==> src/rtl/sar_adc_pkg.sv <==
package sar_adc_pkg;

   typedef enum logic [1:0] {
      PH_IDLE   = 2'd0,
      PH_SAMPLE = 2'd1,
      PH_SEARCH = 2'd2
   } phase_e;

   localparam logic [1:0] REG_CTRL   = 2'd0;
   localparam logic [1:0] REG_CLKDIV = 2'd1;
   localparam logic [1:0] REG_RES_HI = 2'd2;
   localparam logic [1:0] REG_RES_LO = 2'd3;

   localparam int CTL_CH_BIT  = 0;
   localparam int CTL_GO_BIT  = 3;
   localparam int CTL_EOC_BIT = 4;
   localparam int CTL_EN_BIT  = 5;

endpackage

==> src/rtl/sar_clk_div.sv <==
module sar_clk_div #(
   parameter int DIV_W = 8
) (
   input  logic             clk,
   input  logic             rst_n,
   input  logic             run,
   input  logic [DIV_W-1:0] div,
   output logic             tick
);
   localparam int CNT_W = DIV_W + 1;

   logic [CNT_W-1:0] cnt_q;
   logic [CNT_W-1:0] limit;

   // one tick every 2*(div+1) cycles: count 0 .. 2*div+1
   assign limit = {div, 1'b1};
   assign tick  = run && (cnt_q == limit);

   always_ff @(posedge clk or negedge rst_n) begin
      if (!rst_n)
         cnt_q <= '0;
      else if (!run || tick)
         cnt_q <= '0;
      else
         cnt_q <= cnt_q + 1'b1;
   end

   // shortest period is two cycles, so ticks never touch
   assert_tick_gap_R8: assert property (@(posedge clk) disable iff (!rst_n)
      tick |=> !tick);

endmodule

==> src/rtl/sar_seq.sv <==
module sar_seq
   import sar_adc_pkg::*;
#(
   parameter int RES_W        = 10,
   parameter int SAMPLE_TICKS = 4
) (
   input  logic   clk,
   input  logic   rst_n,
   input  logic   go,
   input  logic   abort,
   input  logic   tick,
   output phase_e phase,
   output logic   busy,
   output logic   load,
   output logic   step,
   output logic   done
);
   localparam int BIT_W = $clog2(RES_W);

   phase_e           phase_q;
   logic [BIT_W-1:0] bcnt_q;

   assign step = (phase_q == PH_SEARCH) && tick && !abort;
   assign done = step && (bcnt_q == '0);

   generate
      if (SAMPLE_TICKS > 0) begin : g_sample
         localparam int SC_W = (SAMPLE_TICKS > 1) ? $clog2(SAMPLE_TICKS) : 1;
         logic [SC_W-1:0] scnt_q;

         always_ff @(posedge clk or negedge rst_n) begin
            if (!rst_n)
               scnt_q <= '0;
            else if (phase_q != PH_SAMPLE)
               scnt_q <= '0;
            else if (tick)
               scnt_q <= scnt_q + 1'b1;
         end

         assign load = (phase_q == PH_SAMPLE) && tick && !abort &&
                       (scnt_q == SC_W'(SAMPLE_TICKS - 1));
      end else begin : g_direct
         assign load = go;
      end
   endgenerate

   always_ff @(posedge clk or negedge rst_n) begin
      if (!rst_n) begin
         phase_q <= PH_IDLE;
      end else begin
         case (phase_q)
            PH_IDLE:   if (go) phase_q <= (SAMPLE_TICKS > 0) ? PH_SAMPLE : PH_SEARCH;
            PH_SAMPLE: if (abort) phase_q <= PH_IDLE;
                       else if (load) phase_q <= PH_SEARCH;
            PH_SEARCH: if (abort || done) phase_q <= PH_IDLE;
            default:   phase_q <= PH_IDLE;
         endcase
      end
   end

   always_ff @(posedge clk or negedge rst_n) begin
      if (!rst_n)
         bcnt_q <= '0;
      else if (load)
         bcnt_q <= BIT_W'(RES_W - 1);
      else if (step)
         bcnt_q <= bcnt_q - 1'b1;
   end

   assign phase = phase_q;
   assign busy  = (phase_q != PH_IDLE);

   // the sequencer accepts a start only from idle
   assert_go_from_idle_R4: assert property (@(posedge clk) disable iff (!rst_n)
      (go && phase_q == PH_IDLE && SAMPLE_TICKS > 0) |=> (phase_q == PH_SAMPLE));

endmodule

==> src/rtl/sar_search.sv <==
module sar_search #(
   parameter int RES_W = 10
) (
   input  logic             clk,
   input  logic             rst_n,
   input  logic             load,
   input  logic             step,
   input  logic             cmp,
   output logic [RES_W-1:0] trial,
   output logic [RES_W-1:0] result_nxt
);
   logic [RES_W-1:0] res_q;
   logic [RES_W-1:0] mask_q;
   logic [RES_W-1:0] res_d;

   // the bit under trial keeps the comparator verdict, others hold
   for (genvar i = 0; i < RES_W; i++) begin : g_bit
      assign res_d[i] = load ? 1'b0 : ((step && mask_q[i]) ? cmp : res_q[i]);
   end

   always_ff @(posedge clk or negedge rst_n) begin
      if (!rst_n) begin
         res_q  <= '0;
         mask_q <= '0;
      end else begin
         res_q <= res_d;
         if (load)
            mask_q <= {1'b1, {(RES_W-1){1'b0}}};
         else if (step)
            mask_q <= mask_q >> 1;
      end
   end

   assign trial      = res_q | mask_q;
   assign result_nxt = res_d;

   // at most one bit is on trial at any time
   assert_single_trial_R2: assert property (@(posedge clk) disable iff (!rst_n)
      $onehot0(mask_q));

   // a failing comparison drops the trial bit from the code
   assert_reject_clears_R2: assert property (@(posedge clk) disable iff (!rst_n)
      (step && !cmp && !load) |=> ((res_q & $past(mask_q)) == '0));

endmodule

==> src/rtl/sar_adc_ctrl.sv <==
module sar_adc_ctrl
   import sar_adc_pkg::*;
#(
   parameter int DATA_W       = 8,
   parameter int RES_W        = 10,
   parameter int HI_W         = 8,
   parameter int DIV_W        = 8,
   parameter int SAMPLE_TICKS = 4
) (
   input  logic              clk,
   input  logic              rst_n,
   input  logic              bus_wr,
   input  logic [1:0]        bus_addr,
   input  logic [DATA_W-1:0] bus_wdata,
   output logic [DATA_W-1:0] bus_rdata,
   input  logic              irq_en_in,
   output logic              irq,
   output logic              ain_sel,
   output logic              sample_hold,
   output logic [RES_W-1:0]  dac_code,
   input  logic              cmp_in
);
   localparam int LO_W = RES_W - HI_W;

   initial begin
      assert (DATA_W >= CTL_EN_BIT + 1) else $error("data width too small for control bits");
      assert (HI_W >= 1 && HI_W <= DATA_W) else $error("high result field does not fit");
      assert (LO_W >= 1 && LO_W <= DATA_W) else $error("low result field does not fit");
      assert (DIV_W >= 1 && DIV_W <= DATA_W) else $error("divider width does not fit");
      assert (RES_W >= 2) else $error("resolution too small");
      assert (SAMPLE_TICKS >= 0) else $error("negative sample length");
   end

   logic              en_q, go_q, eoc_q, ch_q, ch_lat_q;
   logic [DIV_W-1:0]  div_q;
   logic [HI_W-1:0]   dhi_q;
   logic [LO_W-1:0]   dlo_q;

   logic              wr_ctrl, wr_div, go_req, abort;
   logic              tick, busy, load, step, done;
   phase_e            phase;
   logic [RES_W-1:0]  res_nxt;
   logic              wdata_unused;

   assign wdata_unused = ^bus_wdata;

   assign wr_ctrl = bus_wr && (bus_addr == REG_CTRL);
   assign wr_div  = bus_wr && (bus_addr == REG_CLKDIV);
   assign go_req  = wr_ctrl && bus_wdata[CTL_GO_BIT] && bus_wdata[CTL_EN_BIT] && !busy;
   assign abort   = wr_ctrl && !bus_wdata[CTL_EN_BIT] && busy;

   sar_clk_div #(.DIV_W(DIV_W)) u_div (
      .clk(clk), .rst_n(rst_n), .run(busy), .div(div_q), .tick(tick)
   );

   sar_seq #(.RES_W(RES_W), .SAMPLE_TICKS(SAMPLE_TICKS)) u_seq (
      .clk(clk), .rst_n(rst_n), .go(go_req), .abort(abort), .tick(tick),
      .phase(phase), .busy(busy), .load(load), .step(step), .done(done)
   );

   sar_search #(.RES_W(RES_W)) u_sar (
      .clk(clk), .rst_n(rst_n), .load(load), .step(step), .cmp(cmp_in),
      .trial(dac_code), .result_nxt(res_nxt)
   );

   always_ff @(posedge clk or negedge rst_n) begin
      if (!rst_n) begin
         en_q     <= 1'b0;
         ch_q     <= 1'b0;
         ch_lat_q <= 1'b0;
         go_q     <= 1'b0;
         eoc_q    <= 1'b0;
         div_q    <= '0;
      end else begin
         if (wr_ctrl) begin
            en_q <= bus_wdata[CTL_EN_BIT];
            ch_q <= bus_wdata[CTL_CH_BIT];
         end
         if (go_req)
            ch_lat_q <= bus_wdata[CTL_CH_BIT];
         if (done || abort)
            go_q <= 1'b0;
         else if (go_req)
            go_q <= 1'b1;
         if (done)
            eoc_q <= 1'b1;
         else if (wr_ctrl && !bus_wdata[CTL_EOC_BIT])
            eoc_q <= 1'b0;
         if (wr_div)
            div_q <= bus_wdata[DIV_W-1:0];
      end
   end

   // both halves of the result load on one edge
   always_ff @(posedge clk or negedge rst_n) begin
      if (!rst_n) begin
         dhi_q <= '0;
         dlo_q <= '0;
      end else if (done) begin
         dhi_q <= res_nxt[RES_W-1 -: HI_W];
         dlo_q <= res_nxt[LO_W-1:0];
      end
   end

   always_comb begin
      bus_rdata = '0;
      case (bus_addr)
         REG_CTRL: begin
            bus_rdata[CTL_CH_BIT]  = ch_q;
            bus_rdata[CTL_GO_BIT]  = go_q;
            bus_rdata[CTL_EOC_BIT] = eoc_q;
            bus_rdata[CTL_EN_BIT]  = en_q;
         end
         REG_CLKDIV: bus_rdata = DATA_W'(div_q);
         REG_RES_HI: bus_rdata = DATA_W'(dhi_q);
         default:    bus_rdata = DATA_W'(dlo_q);
      endcase
   end

   assign ain_sel     = busy ? ch_lat_q : ch_q;
   assign sample_hold = (phase == PH_SAMPLE);
   assign irq         = eoc_q && irq_en_in;

   assert_chan_hold_R1: assert property (@(posedge clk) disable iff (!rst_n)
      (busy && $past(busy)) |-> $stable(ain_sel));

   assert_go_needs_en_R5: assert property (@(posedge clk) disable iff (!rst_n)
      go_q |-> en_q);

   assert_eoc_clears_go_R4: assert property (@(posedge clk) disable iff (!rst_n)
      $rose(eoc_q) |-> !go_q);

   assert_result_on_done_R9: assert property (@(posedge clk) disable iff (!rst_n)
      !$stable({dhi_q, dlo_q}) |-> $past(done));

   assert_abort_no_eoc_R10: assert property (@(posedge clk) disable iff (!rst_n)
      abort |=> !busy);

endmodule

==> config.mk <==
export PLATFORM = sky130hd
export DESIGN_NAME = sar_adc_ctrl
export DESIGN_NICKNAME = d
export VERILOG_FILES = /design/src/rtl/sar_adc_pkg.sv /design/src/rtl/sar_clk_div.sv /design/src/rtl/sar_seq.sv /design/src/rtl/sar_search.sv /design/src/rtl/sar_adc_ctrl.sv
export SDC_FILE = /design/constraint.sdc
export NUM_CORES = 1
export LEC_CHECK = 0
export BUFFER_PORTS_ARGS = -buffer_cell sky130_fd_sc_hd__clkbuf_2
export CAP_MARGIN = 10
export CELL_PAD_IN_SITES_DETAIL_PLACEMENT = 0
export CELL_PAD_IN_SITES_GLOBAL_PLACEMENT = 1
export CORE_MARGIN = 8
export CORE_UTILIZATION = 25
export DETAILED_ROUTE_END_ITERATION = 10
export GPL_ROUTABILITY_DRIVEN = 0
export PLACE_DENSITY_LB_ADDON = 0.1
export SLEW_MARGIN = 10
export SYNTH_ARGS = -nofsm -noshare
export SYNTH_HDL_FRONTEND = slang
export SYNTH_HIERARCHICAL = 1
export SYNTH_SLANG_ARGS = --single-unit
==> constraint.sdc <==
create_clock -name clk -period 4.35 [get_ports clk]
set_input_delay 0.6525 -clock clk [delete_from_list [all_inputs] [get_ports clk]]
set_output_delay 0.6525 -clock clk [all_outputs]
set_load 0.02 [all_outputs]
==> results of run 1 <==
cells by family after synthesis:
| kind of cell | share of synthesized area [%] |
|---|---|
| AND/OR/NAND/NOR | 18.5 |
| flip-flops | 50.3 |
| buffers and inverters | 3.77 |
| adder cells (fa/ha/maj) | 2.93 |
| AO/OA/AOI/OAI | 7.33 |
| XOR/XNOR | 4.98 |
| multiplexers | 12.3 |
layout by cell type, fill, tap and decap left out, types with 11 or more instances in the layout:
cell type / n
clkbuf_2: 35
nor2_1: 22
dfrtp_1: 60
or2_2: 11
mux2_2: 20
a21oi_1: 12
mux2i_1: 13
xnor2_1: 15
nand2b_1: 19
nand2_1: 16
synth_stat cells:
cell / n / share of area (%)
buf_1: 1 / 0.13
inv_1: 10 / 1.3
a22oi_1: 4 / 1.0
nand4_2: 1 / 0.42
and2_1: 2 / 0.42
or3_1: 1 / 0.21
o21ai_1: 1 / 0.17
and4bb_2: 1 / 0.42
a222oi_1: 4 / 1.3
nor4bb_1: 1 / 0.34
dfrtp_1: 60 / 50
nand4_1: 2 / 0.42
nand2_1: 16 / 2.0
o21ai_0: 4 / 0.67
or2_2: 11 / 2.3
nor4_4: 1 / 0.71
ha_1: 7 / 2.9
mux2i_1: 13 / 4.4
nor2b_1: 3 / 0.63
a21oi_1: 12 / 2.0
buf_4: 2 / 0.50
xnor2_1: 15 / 4.4
buf_2: 3 / 0.50
inv_2: 1 / 0.13
mux2_2: 20 / 7.5
nor3_1: 2 / 0.34
clkbuf_1: 1 / 0.13
a21bo_1: 2 / 0.67
and3_2: 2 / 0.50
a211oi_1: 1 / 0.25
mux2_1: 1 / 0.38
nand2b_1: 19 / 4.0
nor4_1: 1 / 0.21
nor2_4: 1 / 0.38
xor2_1: 2 / 0.59
nor3b_2: 1 / 0.42
nand3_1: 6 / 1.0
and4bb_1: 1 / 0.42
a21o_1: 2 / 0.50
and3_4: 1 / 0.38
o31ai_4: 1 / 0.71
buf_6: 3 / 1.1
nand2_2: 1 / 0.21
nor2_1: 22 / 2.8
where the power goes:
part | internal (mW) | total (mW) | leakage (nW) | switching, mW
combinational | 0.117 | 0.272 | 0.750 | 0.155
sequential | 0.611 | 0.661 | 0.794 | 0.0503
clock | 0.399 | 0.637 | 0.131 | 0.238
metal layers:
metal | wire (um) | global-route usage (%)
met1 | 3350 | 11.5
met3 | 321 | 3.40
met2 | 3270 | 15.1
met4 | 134 | 4.30
met5 | 0 | 0
flip-flops by register name, summed over array words and instances (netlist names):
signal	flops
dhi_q	8
en_q	1
u_seq/phase	2
ch_q	1
u_seq/bcnt_q	4
u_div/cnt_q	9
u_sar/mask_q	10
ch_lat_q	1
dlo_q	2
u_sar/res_q	10
div_q	8
go_q	1
eoc_q	1
u_seq/g_sample.scnt_q	2
metrics by stage:
stage	hold WS (ns)	std cells
6_report	0.366	457
5_1_grt	0.432	457
4_1_cts	0.392	457
3_5_place_dp	0.473	441
3_3_place_gp	0.468	441
2_1_floorplan	0.357	266
how the worst min path moves through the flow:
stage | endpoint | from | slack [ns]
floorplan | ch_lat_q | rst_n | 0.36
global placement | ch_lat_q | ch_lat_q | 0.47
detailed placement | ch_lat_q | ch_lat_q | 0.47
CTS | u_sar/mask_q[4] | rst_n | 0.39
global route | u_sar/mask_q[4] | rst_n | 0.43
finish | u_sar/mask_q[9] | rst_n | 0.37
final cells by class:
cell class / count / area (um^2)
fill: 1253 / 8300
sequential: 60 / 1500
multi-input combinational: 185 / 1370
clock buffer: 14 / 254
timing repair buffer: 38 / 198
tap: 147 / 184
inverter: 11 / 41.3
clock inverter: 2 / 10.0
==> results.md, run 1 <==
* Crit-path max cell delay at 0.44 ns
* Average wire per standard cell at 15.5 um
* CTS Hold Buffers Added at 0
* Data required, critical path at 4.56 ns
* RSZ-0062 raised after global routing: no
* Endpoints failing setup at 0
* Register bit total from synthesis at 60
* Area after DPL at 0.00330 mm^2
* Core Region at 0.0119 mm^2
* Die Y at 125 um
* Mapped Area at 0.00299 mm^2
* Post-detailed-routing wire length at 7080 um
* FF-to-FF End: dhi_q[6]
* Die width at 125 um
* Total gr overflow at 0
* R2R cell count at 10
* Final Cycle Share at 71.8%
* HPWL after DPL at 5210 um
* Syn nets at 288
* Tot GR Track Use at 9.58%
* Slack of the worst reg-to-reg path at 1.23 ns
* Diodes inserted at 0
* DRC at 0
* Sink Count at 60
* PwrDens at 441 mW/mm^2
* Critical Path, Cell by Cell: xnor2_1 -> nand4_1 -> nor4_1 -> buf_4 -> nand2_1 -> or3_1 -> inv_2 -> nand2b_1 -> mux2i_1 -> mux2_2
* CTS tree: built
* Gates resized, CTS repair at 0
* # rows at 40
* Clock slew at reported path FFs at 0.05 ns
* Total number of yosys warnings at 6
* Crit Path Category: flop to flop
* Seq/Total Area, Yosys at 50.3%
* VDD IR max at 0.193 mV
* Fin Clk Skew at 0.00675 ns
* Drt initial violations at 89
* Root buf cell: clkbuf_16
* Clock Latency Late Sink at 0.32 ns
* CP endpoint kind: flop
* Starting density of the core at 25.2%
* Synth Instances at 266
* Reg-to-reg startpoint: u_div/cnt_q[4]
* Cell family with most CP delay: simple AND/OR/NAND/NOR gates
* Power Total at 1.57 mW
* Drt via density at 4.41
* Synth Area per Inst at 11.2 um^2
* CP Launch Type: flop
* Fmax at 320 MHz
* WP depth at 10
* Worst setup startpoint: u_div/cnt_q[4]
* Max_cap viols at 0
* Worst Hold Class: input port to asynchronous set/reset pin
* Final Max Tran Viols at 0
* Clk buf depth at 2
* Io pins at 36
* Final Util at 30.0%
* # H-tree levels at 3
* Setup bufs post-CTS at 0
* Design Area, Final at 0.00356 mm^2
* Fraction of layout cells with a size suffix above 1 at 29.7%
* Critical path's slowest cell: dfrtp_1
* Num CTS Buffers at 9
* Slew @ Worst Pin at 0.694 ns
* Status: finished clean
* Initial antenna violation count at 0
* TNS Setup at 0 ns
* Post-synth cell types at 44
* Drt first pass iters at 4
* Die area at 0.0157 mm^2
* Vias at 2016
* DRT antenna net count at 0
* Nets at 327
* Vias in the first global route at 2181
* Final min period at 3.12 ns
* Fin. Hold Viols at 0
* Pin count of the biggest net entering global routing at 36
* Worst setup slack after layout at 1.23 ns
* CP Max Fanout at 22
* WP data arrival at 3.33 ns
* Crit path buffers/inverters at 2
* Slew margin rel. at 53.7%
* First-pass GRT wire length at 11700 um
* Critical Path End: dhi_q[6]
* Syn-to-layout area delta at 19.2%
* Post-place setup slack at 1.13 ns
* Leak Pwr at 1.68 nW
* Port-buffer cells at 35
(Power assumes the default switching activity.)
==> run 2, diff against run 1 <==
ABC_AREA = 1   (was default)
clock period = 2.7 ns   (was 4.35 ns; I/O delays follow)
==> run 2 against run 1 <==
Wire length up 17%. Synthesized area grew 4.9%. Global-route usage increased by 1.7 points. Clock skew up 0.0011 ns. Worst setup slack got worse by 0.86 ns. Via count up 26%. Sequential share of layout area fell by 2.8 points. First-iteration DRC count is 27% higher. Fmax rose by 34%. Critical path type unchanged. Largest cell class unchanged.
==> results.md, run 2 <==
* Crit-path most repeated cell: nand2_1
* Endpoints failing setup at 0 (unchanged)
* Data required, critical path at 2.92 ns (-1.64 ns)
* DRT antenna net count at 0 (unchanged)
* Num CTS Buffers at 9 (unchanged)
* Fin Clk Skew at 0.00785 ns (+0.00110 ns)
* Commonest non-fill, non-tap cell in the layout: nand2_1
* Footprint of the multi-input gates at 0.00136 mm^2 (-1.4%)
* EDFF count, synth at 0 (unchanged)
* Cell family with most CP delay: simple AND/OR/NAND/NOR gates
* Fmax at 429 MHz (+34%)
* VDD IR max at 0.199 mV (+3.6%)
* Sink Count at 60 (unchanged)
* Leak Pwr at 2.04 nW (+22%)
* Crit-path max cell delay at 0.41 ns (-0.03 ns)
* Critical Path, Cell by Cell: inv_1 -> nand2_1 -> nand2_1 -> nand2_1 -> nor2_1 -> nand3_2 -> nor2_1 -> nand2_4 -> nor2_8 -> nand2_1 -> inv_1 -> inv_1 -> o21ai_1 -> nor2_1
* Post-place setup slack at 0.280 ns (-0.850 ns)
* Core Region at 0.0124 mm^2 (+4.7%)
* Top-count cell post-synth: nand2_1
* Comb pwr share at 14.9% (-2.4 points)
* HPWL after DPL at 6160 um (+18%)
* Pin count of the biggest net entering global routing at 35 (-2.8%)
* Critical path's slowest cell: dfrtp_1
* Drt via density at 4.04 (-8.4%)
* Synth Area in Compound Gates at 5.07% (-2.3 points)
* Synth Area per Inst at 7.72 um^2 (-31%)
* Hold_ws at 0.146 ns (-0.220 ns)
* Biggest regs: u_sar/mask_q x10, u_sar/res_q x10, u_div/cnt_q x9
* Setup bufs post-CTS at 0 (unchanged)
* Initial antenna violation count at 0 (unchanged)
* Die Y at 128 um (+2.1%)
* Simple-gate area share of the yosys netlist at 32.8% (+14 points)
* Net Switching at 0.689 mW (+56%)
* Area after DPL at 0.00354 mm^2 (+7.2%)
* # rows at 41 (+2.5%)
* TNS Setup at 0 ns (unchanged)
* Max_cap viols at 0 (unchanged)
* Status: finished clean
* Worst Hold Class: input port to asynchronous set/reset pin
* Synth Instances at 406 (+53%)
* Post-Synth XOR/XNOR Area at 2.51% (-2.5 points)
* Sw frac at 27.9% (-0.35 points)
* Vias in the first global route at 2725 (+25%)
* Power Total at 2.47 mW (+58%)
* Register bit total from synthesis at 60 (unchanged)
* Drt first pass iters at 4 (unchanged)
* Slew @ Worst Pin at 0.797 ns (+0.103 ns)
* Crit path buffers/inverters at 3 (+1)
* Largest family of logic cells by synthesized area: simple AND/OR/NAND/NOR gates
* First-pass GRT wire length at 14000 um (+20%)
* Synth area leader: dfrtp_1
* CP endpoint kind: flop
* WP data arrival at 2.55 ns (-0.78 ns)
* Seq/Total Area, Yosys at 47.9% (-2.4 points)
* Worst setup slack after layout at 0.366 ns (-0.859 ns)
* Vias at 2542 (+26%)
* Average wire per standard cell at 13.2 um (-15%)
* Final Max Tran Viols at 0 (unchanged)
* Fin cells at 629 (+38%)
* Root buf cell: clkbuf_16
* Total gr overflow at 0 (unchanged)
* Area contributors post-synth: dfrtp_1 (48%), nand2_1 (18%), inv_1 (6.3%)
* Die area at 0.0164 mm^2 (+4.3%)
* Mapped Area at 0.00314 mm^2 (+4.9%)
* Design Area, Final at 0.00382 mm^2 (+7.2%)
* Clk network pwr share at 43.9% (+3.3 points)
* Drt initial violations at 113 (+27%)
* Gates resized, CTS repair at 0 (unchanged)
* Final min period at 2.33 ns (-0.791 ns)
* Clock slew at reported path FFs at 0.05 ns (about the same)
* Port-buffer cells at 35 (unchanged)
* RSZ-0062 raised after global routing: no
* Diodes inserted at 0 (unchanged)
* CP Max Fanout at 18 (-18%)
* Post-synth ARST share at 100% (unchanged)
* Slew margin rel. at 46.9% (-6.9 points)
* FF+latch area at 0.00150 mm^2 (unchanged)
* Nets at 474 (+45%)
* PwrDens at 648 mW/mm^2 (+47%)
* Syn-to-layout area delta at 21.8%
* Starting density of the core at 25.3% (+0.067 points)
* Final Cycle Share at 86.4% (+15 points)
* Die width at 128 um (+2.1%)
* CP Launch Type: flop
* CTS Hold Buffers Added at 0 (unchanged)
* Post-detailed-routing wire length at 8300 um (+17%)
* DRC at 0 (unchanged)
* Tot GR Track Use at 11.3% (+1.7 points)
* Fraction of layout cells with a size suffix above 1 at 18.6% (-11 points)
* Top cell type's share of synthesized area at 47.9% (-2.4 points)
* Fin. Hold Viols at 0 (unchanged)
* Mux contribution to synthesized area at 0% (-12 points)
* Clk buf depth at 2 (unchanged)
* Commonest cells after routing, fill and taps aside: nand2_1 (147), dfrtp_1 (60), inv_1 (53)
* Top_reg_cell synth: dfrtp_1
* Post-synth cell types at 30 (-32%)
* Post-Place Cells at 613 (+39%)
* Syn nets at 428 (+49%)
* Int Pwr at 1.78 mW (+58%)
* Synth Area in Adders at 2.79% (-0.14 points)
* Clock Latency Late Sink at 0.33 ns (about the same)
* Fillcell total at 1373 (+9.6%)
* Seq pwr share at 41.2% (-0.9 points)
* Crit Path Category: flop to flop
* Final Util at 30.8% (+0.74 points)
* Total number of yosys warnings at 6 (unchanged)
* # H-tree levels at 3 (unchanged)
* CTS tree: built
* Most frequent cells after synthesis: nand2_1 (147), dfrtp_1 (60), inv_1 (53)
* Io pins at 36 (unchanged)
[run 2: changes by cell type in the layout (fill, tap and decap cells not counted), sizes merged, moves of 14 or more]
| cell | delta |
|---|---|
| nand2b | -19 |
| xnor2 | -14 |
| nand3 | +18 |
| inv | +44 |
| mux2 | -21 |
| nand2 | +134 |
| nor2 | +24 |
[run 2: path summary, 6_finish.rpt]
path	startpoint	cells past startpoint	endpoint	slack [ns]
setup reg to reg	u_div/cnt_q[3]	14	go_q	0.37
hold reg to reg	dhi_q[3]	2	dhi_q[3]	0.47
hold / removal	rst_n	1	u_sar/res_q[8]	0.15
min in group clk	bus_wdata[4]	3	eoc_q	0.32
max in group asynchronous	rst_n	2	ch_lat_q	1.88
setup / recovery	u_div/cnt_q[3]	14	go_q	0.37
[run 2: metal layers]
| metal | global-route usage, % | routed length, um | up-vias |
|---|---|---|---|
| met4 | 4.83 | 128 | 0 |
| met3 | 3.62 | 420 | 8 |
| met1 | 14.6 | 4140 | 1162 |
| li1 | - | - | 1329 |
| met5 | 0 | 0 | - |
| met2 | 16.8 | 3610 | 43 |
[run 2: logic make-up (layout without fill, tap and decap cells)]
logic type / Yosys count / in the layout
xor+xnor: 9 / 9
buf+inv: 65 / 116
fa+ha+maj: 7 / 7
flops: 60 / 60
compound gates: 30 / 30
simple gates: 235 / 235
[run 2: layout make-up]
class / count / share of cell area, %
timing repair buffer: 44 / 6.68
inverter: 56 / 5.50
sequential: 60 / 39.3
tap: 172 / 5.63
clock inverter: 1 / 0.131
clock buffer: 15 / 7.27
multi-input combinational: 281 / 35.5
[run 2: power by group through the flow]
stage | sequential [mW] | clock [mW] | combinational [mW]
2_1_floorplan | 1.02 | 0 | 0.247
3_3_place_gp | 1.04 | 0 | 0.378
3_5_place_dp | 1.04 | 0 | 0.374
4_1_cts | 1.02 | 1.13 | 0.378
5_1_grt | 1.03 | 1.17 | 0.426
6_report | 1.02 | 1.09 | 0.368
[run 2: worst reg2reg max path, delay by kind of cell, from the launching register on]
family,cells,cell delay [ns]
simple gates,10,1.30
compound gates,1,0.15
buf+inv,3,0.38
flops,1,0.41
==> run 3, diff against run 2 <==
CORE_UTILIZATION = 39   (was 25)
==> run 3 against run 2 <==
Critical path depth did not move. Clock skew up 0.0026 ns. Final cell count is 11% lower. Highest routed layer unchanged. Via count up 0.43%. Worst hold slack got worse by 0.073 ns. Power fell by 1.1%. Clock power barely moved.
==> results.md, run 3 (same netlist as run 2, synthesis figures left out) <==
* Status: finished clean
* Critical Path, Cell by Cell: inv_1 -> nand2_1 -> nand2_1 -> nand2_1 -> nor2_1 -> nand3_2 -> nor2_1 -> nand2_4 -> nor2_8 -> nand2_1 -> inv_1 -> inv_1 -> nand2_1 -> nand2_1
* RSZ-0062 raised after global routing: no
* Diodes inserted at 0 (unchanged)
* Clock slew at reported path FFs at 0.07 ns (+0.02 ns)
* Endpoints failing setup at 0 (unchanged)
* FF+latch area at 0.00150 mm^2 (unchanged)
* Initial antenna violation count at 0 (unchanged)
* DRC at 0 (unchanged)
* Die area at 0.0112 mm^2 (-32%)
* Worst Hold Class: input port to asynchronous set/reset pin
* Die width at 106 um (-17%)
* DRT antenna net count at 0 (unchanged)
* First-pass GRT wire length at 12400 um (-11%)
* Fillcell total at 849 (-38%)
* Critical path's slowest cell: dfrtp_1
* Post-detailed-routing wire length at 7390 um (-11%)
* Drt initial violations at 88 (-22%)
* Io pins at 36 (unchanged)
* PwrDens at 663 mW/mm^2 (+2.4%)
* Setup bufs post-CTS at 0 (unchanged)
* # H-tree levels at 3 (unchanged)
* Biggest regs: u_sar/mask_q x10, u_sar/res_q x10, u_div/cnt_q x9
* Root buf cell: clkbuf_8
* Top routing layer in use: met4
* Final min period at 2.33 ns (-0.00576 ns)
* Fin cells at 557 (-11%)
* Metal3 WL at 311 um (-26%)
* Area after DPL at 0.00342 mm^2 (-3.3%)
* Post-place setup slack at 0.331 ns (+0.0506 ns)
* Worst setup slack after layout at 0.372 ns (+0.00576 ns)
* Metal-1 WL at 3500 um (-15%)
* Crit-path most repeated cell: nand2_1
* HPWL after DPL at 5570 um (-9.6%)
* Footprint of the multi-input gates at 0.00136 mm^2 (unchanged)
* Syn-to-layout area delta at 17.7%
* Fraction of layout cells with a size suffix above 1 at 18.9% (+0.30 points)
* WP depth at 14 (unchanged)
* Vias in the first global route at 2586 (-5.1%)
* Pin count of the biggest net entering global routing at 25 (-29%)
* Fmax at 430 MHz (+0.25%)
* Reg-to-reg startpoint: u_div/cnt_q[3]
* Slew @ Worst Pin at 0.648 ns (-0.149 ns)
* Crit path buffers/inverters at 3 (unchanged)
* Commonest cells after routing, fill and taps aside: nand2_1 (147), dfrtp_1 (60), inv_1 (53)
* Drt via density at 4.58 (+13%)
* Gates resized, CTS repair at 0 (unchanged)
* Average wire per standard cell at 13.3 um (+0.55%)
* Starting density of the core at 40.4% (+15 points)
* Sink Count at 60 (unchanged)
* WP data arrival at 2.55 ns (about the same)
* Drt first pass iters at 4 (unchanged)
* Slew margin rel. at 56.8% (+10 points)
* Vias at 2553 (+0.43%)
* # rows at 32 (-22%)
* Commonest non-fill, non-tap cell in the layout: nand2_1
* Die Y at 106 um (-17%)
* Design Area, Final at 0.00369 mm^2 (-3.4%)
* TNS Setup at 0 ns (unchanged)
* CTS tree: built
* Crit-path max cell delay at 0.43 ns (+0.02 ns)
* Nets at 472 (-0.42%)
* Post-Place Cells at 541 (-12%)
* Num CTS Buffers at 9 (unchanged)
* Final Max Tran Viols at 0 (unchanged)
* Data required, critical path at 2.92 ns (about the same)
* Leak Pwr at 2.02 nW (-0.85%)
* Total gr overflow at 0 (unchanged)
* Power Total at 2.45 mW (-1.1%)
* Cell family with most CP delay: simple AND/OR/NAND/NOR gates
* Port-buffer cells at 35 (unchanged)
* Final Cycle Share at 86.2% (-0.21 points)
* CP Max Fanout at 18 (unchanged)
* CTS Hold Buffers Added at 0 (unchanged)
* Clock Latency Late Sink at 0.35 ns (+0.02 ns)
* CP Launch Type: flop
* FF-to-FF End: dlo_q[1]
* Core Region at 0.00777 mm^2 (-37%)
* WL met2 at 3490 um (-3.3%)
* Fin Clk Skew at 0.0105 ns (+0.00264 ns)
* Clk buf depth at 2 (unchanged)
* VDD IR max at 0.393 mV (+97%)
* CP endpoint kind: flop
* Crit Path Category: flop to flop
* Fin. Hold Viols at 0 (unchanged)
* R2R cell count at 14 (unchanged)
* Slack of the worst reg-to-reg path at 0.37 ns (about the same)
* Max_cap viols at 0 (unchanged)
* Tot GR Track Use at 13.9% (+2.7 points)
run 3: cell count changes in the layout (fill, tap and decap cells not counted), moves of 3 or more:
cell	delta
clkbuf_16	-9
clkbuf_8	+10
bufinv_16	+3
clkbuf_1	-3
run 3: worst max path at each step:
stage	endpoint	slack, ns	from
2_1_floorplan	dlo_q[0]	0.62	u_div/cnt_q[3]
3_3_place_gp	dlo_q[0]	0.39	bus_addr[0]
3_5_place_dp	dhi_q[1]	0.33	bus_addr[0]
4_1_cts	dlo_q[1]	0.34	u_div/cnt_q[3]
5_1_grt	dlo_q[0]	0.06	u_div/cnt_q[3]
6_report	dlo_q[1]	0.37	u_div/cnt_q[3]
run 3: layout make-up:
cell class	instances	area share [%]
timing repair buffer	42	6.17
tap	102	3.46
multi-input combinational	281	36.7
clock buffer	13	4.85
sequential	60	40.7
inverter	56	5.69
clock inverter	3	2.44
run 3: where the power goes:
group          internal, mW  switching [mW]  leakage, nW
clock network         0.715           0.361        0.136
logic                 0.117           0.236         1.13
registers             0.959          0.0600        0.754
run 3: through the flow:
stage / hold slack, ns / util, %
2_1_floorplan: 0.109 / -
3_3_place_gp: 0.455 / 44.1
3_5_place_dp: 0.463 / 44.1
4_1_cts: 0.0925 / 47.5
5_1_grt: 0.114 / 47.5
6_report: 0.0729 / 47.5
run 3: routing by layer:
layer,vias to the layer above,global-route usage [%]
li1,1324,-
met4,0,4.22
met3,8,5.18
met2,29,23.1
met5,-,0
met1,1192,16.4
